$ cat src/rtl/ss_pkg.sv
package ss_pkg;
    typedef enum logic [1:0] {
        ST_IDLE    = 2'd0,
        ST_ADDR    = 2'd1,
        ST_PAYLOAD = 2'd2,
        ST_DISCARD = 2'd3
    } ss_state_e;
endpackage

$ cat src/rtl/ss_sync.sv
module ss_sync #(
    parameter int WIDTH  = 3,
    parameter int STAGES = 2
) (
    input  logic             clk,
    input  logic             rst_n,
    input  logic [WIDTH-1:0] din,
    output logic [WIDTH-1:0] dout
);
    logic [WIDTH-1:0] stage_q [STAGES];

    generate
        for (genvar s = 0; s < STAGES; s++) begin : g_stage
            if (s == 0) begin : g_first
                always_ff @(posedge clk or negedge rst_n) begin
                    if (!rst_n) stage_q[0] <= '0;
                    else        stage_q[0] <= din;
                end
            end else begin : g_rest
                always_ff @(posedge clk or negedge rst_n) begin
                    if (!rst_n) stage_q[s] <= '0;
                    else        stage_q[s] <= stage_q[s-1];
                end
            end
        end
    endgenerate

    assign dout = stage_q[STAGES-1];
endmodule

$ cat src/rtl/ss_decode.sv
module ss_decode #(
    parameter int ADDR_BITS   = 3,
    parameter int NUM_TARGETS = 4
) (
    input  logic [ADDR_BITS-1:0]   code,
    output logic [NUM_TARGETS-1:0] onehot,
    output logic                   hit
);
    generate
        for (genvar t = 0; t < NUM_TARGETS; t++) begin : g_tgt
            assign onehot[t] = (code == ADDR_BITS'(t));
        end
    endgenerate

    assign hit = |onehot;
endmodule

$ cat src/rtl/serial_steer.sv
module serial_steer #(
    parameter int ADDR_BITS   = 3,
    parameter int NUM_TARGETS = 4,
    parameter int SYNC_STAGES = 2
) (
    input  logic                   clk,
    input  logic                   rst_n,
    input  logic                   sclk_in,
    input  logic                   sdata_in,
    input  logic                   sload_in,
    output logic                   sclk_out,
    output logic                   sdata_out,
    output logic [NUM_TARGETS-1:0] sload_out
);
    import ss_pkg::*;

    localparam int CNT_W = $clog2(ADDR_BITS + 1);

    typedef struct packed {
        ss_state_e              state;
        logic [ADDR_BITS-1:0]   addr;
        logic [CNT_W-1:0]       cnt;
        logic                   sclk_prev;
        logic                   sclk_out;
        logic                   sdata_out;
        logic [NUM_TARGETS-1:0] sload_out;
    } steer_t;

    steer_t q, d;

    logic [2:0] sync_s;
    logic sclk_s, sdata_s, sload_s;
    logic sclk_rise;
    logic [ADDR_BITS-1:0] code_next;
    logic [NUM_TARGETS-1:0] dec_onehot;
    logic dec_hit;
    ss_state_e state_q;

    ss_sync #(.WIDTH(3), .STAGES(SYNC_STAGES)) u_sync (
        .clk  (clk),
        .rst_n(rst_n),
        .din  ({sload_in, sdata_in, sclk_in}),
        .dout (sync_s)
    );

    assign sclk_s    = sync_s[0];
    assign sdata_s   = sync_s[1];
    assign sload_s   = sync_s[2];
    assign sclk_rise = sclk_s & ~q.sclk_prev;
    assign code_next = {q.addr[ADDR_BITS-2:0], sdata_s};

    ss_decode #(.ADDR_BITS(ADDR_BITS), .NUM_TARGETS(NUM_TARGETS)) u_dec (
        .code  (code_next),
        .onehot(dec_onehot),
        .hit   (dec_hit)
    );

    always_comb begin
        d           = q;
        d.sclk_prev = sclk_s;
        d.sclk_out  = 1'b0;
        d.sdata_out = 1'b0;
        unique case (q.state)
            ST_IDLE: begin
                d.sload_out = '0;
                if (sload_s) begin
                    d.state = ST_ADDR;
                    d.cnt   = '0;
                    d.addr  = '0;
                end
            end
            ST_ADDR: begin
                if (!sload_s) begin
                    d.state = ST_IDLE;
                end else if (sclk_rise) begin
                    d.addr = code_next;
                    if (q.cnt == CNT_W'(ADDR_BITS - 1)) begin
                        if (dec_hit) begin
                            d.state     = ST_PAYLOAD;
                            d.sload_out = dec_onehot;
                        end else begin
                            d.state = ST_DISCARD;
                        end
                    end else begin
                        d.cnt = q.cnt + 1'b1;
                    end
                end
            end
            ST_PAYLOAD: begin
                if (!sload_s) begin
                    d.state     = ST_IDLE;
                    d.sload_out = '0;
                end else begin
                    // A pulse starts only on a fresh edge seen inside the payload.
                    d.sclk_out  = q.sclk_out ? sclk_s : sclk_rise;
                    d.sdata_out = sdata_s;
                end
            end
            ST_DISCARD: begin
                if (!sload_s) d.state = ST_IDLE;
            end
            default: d.state = ST_IDLE;
        endcase
    end

    always_ff @(posedge clk or negedge rst_n) begin
        if (!rst_n) begin
            q <= '{state: ST_IDLE, addr: '0, cnt: '0, sclk_prev: 1'b0,
                   sclk_out: 1'b0, sdata_out: 1'b0, sload_out: '0};
        end else begin
            q <= d;
        end
    end

    assign state_q   = q.state;
    assign sclk_out  = q.sclk_out;
    assign sdata_out = q.sdata_out;
    assign sload_out = q.sload_out;
endmodule

$ cat config.mk
export PLATFORM = sky130hd
export DESIGN_NAME = serial_steer
export DESIGN_NICKNAME = d
export VERILOG_FILES = /design/src/rtl/ss_pkg.sv /design/src/rtl/ss_sync.sv /design/src/rtl/ss_decode.sv /design/src/rtl/serial_steer.sv
export SDC_FILE = /design/constraint.sdc
export NUM_CORES = 1
export LEC_CHECK = 0
export ABC_AREA = 1
export BUFFER_PORTS_ARGS = -buffer_cell sky130_fd_sc_hd__buf_2
export CORE_UTILIZATION = 58
export DETAILED_ROUTE_END_ITERATION = 8
export PLACE_DENSITY = 0.88
export SLEW_MARGIN = 30
export SYNTH_ARGS = -nofsm -noshare
export SYNTH_HDL_FRONTEND = slang
export SYNTH_SLANG_ARGS = --single-unit
$ cat constraint.sdc
create_clock -name clk -period 3.7 [get_ports clk]
set_input_delay 0.185 -clock clk [delete_from_list [all_inputs] [get_ports clk]]
set_output_delay 0.185 -clock clk [all_outputs]
set_load 0.02 [all_outputs]
==> out/metrics.yaml <==
worst_setup_path:
  rrSetupSlack_ns: 2.35
  rr_worst_depth: 7
  timing.rr.end: "sload_out[2]"
  r2r-start: "q[7]"
  cp_max_fo: 5
  arrival_ns: 1.54
  crit_start: "q[7]"
  crit_type: "reg2reg"
  startpoint_type: "register"
  crit_required_ns: 3.89
  end_kind: "register"
pwr:
  power_density_mw_per_mm2: 728
  ir_drop_mv: 0.387
  leakagePower_nw: 0.530
timing:
  setup_slack_ns: 2.35
  setup_tns_ns: 0
  post-route-period-util_pct: 36.6
  setup_viol: 0
  rsz0062_at_grt: "no"
  period_minus_slack_ns: 1.35
  finalHoldViolations: 0
  skew_ns: 0.00701
  max_freq_mhz: 739
  worst_slew_pin_slew_ns: 0.399
  finalMaxSlewViolations: 0
  slew-limit-headroom_pct: 73.4
yosys:
  avgSynthCellArea_sq_um: 8.54
  yosysTopAreaCell: "dfrtp_1"
  synthesis.area_sq_um: 871
  synth_cells: 102
  synth_area_leaders: "dfrtp_1, nand2_1, nand3_1, nor2_1, inv_1"
  ys_seq_area_share_pct: 54.6
  yosysTopAreaCellShare_pct: 54.6
  synth_fp_nets: 108
  yosys_warnings: 0
  synth_cell_type_count: 14
  synth-seq-cells: 19
route:
  routed_wl_um: 1560
  drc: 0
  vias: 730
  drt_first_pass_iters: 5
  drt-initial-drc-count: 43
  ant_nets: 0
  wire_per_inst_um: 11.9
  viasPerCell: 5.57
place:
  portBuffers: 10
  placed_cell_area_sq_um: 910
  place.gp.congestion: 0.852
  post-place-ws_ns: 2.39
  dp_hpwl_um: 1090
die:
  rows: 13
  die_h_um: 40.8
  initial_core_util_pct: 64.5
  die_x_um: 40.8
  dieArea_sq_mm: 0.00166
  pin_count: 11
  core_region_area_sq_mm: 0.00135
cells_and_area:
  layout-drive-gt1-share_pct: 16.4
  num_antenna_cells: 0
  syn_to_final_growth_pct: 12.1
  nets: 123
  utilization_pct: 72.3
  fin_area_sq_um: 976
  fillers: 94
global_routing:
  grt_usage_pct: 23.6
  grt_pass1_vias: 593
  grt_overflow: 0
  grt_pass1_wl_um: 2470
  grt_max_degree: 20
  antenna_found_initial: 0
clock_tree:
  path_clk_slew_ns: 0.10
  cts_tree: "built"
  numCtsBuffers: 3
  root_buffer: "clkbuf_4"
  clockBufferDepth: 2
  clkSinkCount: 19
  cts_setup_buffers: 0
  clk_latency_ns: 0.30
  htree_levels: 1
min_path:
  hold_path_class: "in2async"
status:
  run_status: "complete, no violations"
flow_run:
  drv_cap: 0
## registers in the layout (all words and copies together) (netlist names)
name / flops
sdata_out: 1
sload_out: 4
u_sync.stage_q: 3
state_q: 2
code_next: 2
sclk_out: 1
u_sync.dout: 3
q: 3
## metal layers
layer  global-route usage [%]  wire (um)  vias to the layer above
met1                     28.5        682                      319
met5                        0          0                        -
met4                     14.2         53                        0
met2                     38.1        705                       46
li1                         -          -                      356
met3                     5.43        122                        9
## metrics by stage
| step | power, mW | std cells | hold WS (ns) |
|---|---|---|---|
| floorplan | 0.551 | 102 | -0.111 |
| global placement | 0.590 | 123 | 0.131 |
| detailed placement | 0.602 | 123 | 0.136 |
| CTS | 0.710 | 131 | 0.343 |
| global route | 0.774 | 131 | 0.369 |
| finish | 0.711 | 131 | 0.331 |
## power by group
group / internal (mW) / total, mW / switching [mW] / leakage, nW
clock: 0.0420 / 0.101 / 0.0594 / 0.0150
sequential: 0.255 / 0.296 / 0.0408 / 0.243
combinational: 0.101 / 0.314 / 0.213 / 0.272
## Yosys cell counts, drive strengths merged
cell	instances
buf	4
nand3	11
nand4	5
o21ai	8
ha	1
nand2	33
inv	10
nor2	11
dfrtp	19
## cell usage in the layout (no fill, tap or decap)
cell / n
nand2_1: 33
dfrtp_1: 19
nand3_1: 10
nor2_1: 10
buf_2: 10
inv_1: 9
nand4_1: 5
o21ai_0: 4
dlygate4sd3_1: 4
o21ai_2: 3
clkbuf_4: 3
nor2_4: 1
inv_2: 1
nand3_2: 1
o21ai_1: 1
ha_1: 1
clkbuf_1: 1
## worst max-delay path by stage
stage	slack, ns	depth (start not counted)	end
6_report	2.35	7	sload_out[2]
5_1_grt	2.24	7	sload_out[3]
4_1_cts	2.36	7	sload_out[2]
3_5_place_dp	2.39	7	sload_out[2]
3_3_place_gp	2.45	7	sload_out[1]
2_1_floorplan	2.51	7	sload_out[0]
## critical path: stages (launching register included)
cell     delay [ns]
dfrtp_1        0.41
inv_1          0.06
ha_1           0.18
inv_1          0.08
o21ai_2        0.23
nand3_2        0.14
nand2_1        0.10
nand2_1        0.05
## area by class of cell
class | instances | area, sq um | area share (%)
multi-input cells | 69 | 328 | 33.6
clock buffers | 4 | 26.3 | 2.69
well taps | 15 | 18.8 | 1.92
repair buffers | 14 | 90.1 | 9.23
inverters | 10 | 37.5 | 3.85
flip-flops and latches | 19 | 475 | 48.7
## timing repair
action                                 CTS  global route
hold buffers                             4             0
resized for setup                        0             0
endpoints found under the hold margin   22             0
## kinds of logic after synthesis
family	synth area share, %
AOI/OAI and AO/OA	5.89
adders and majority gates	1.44
buffers and inverters	7.76
DFF	54.6
and+or+nand+nor	30.3
Power figures use the tool's default switching activity.
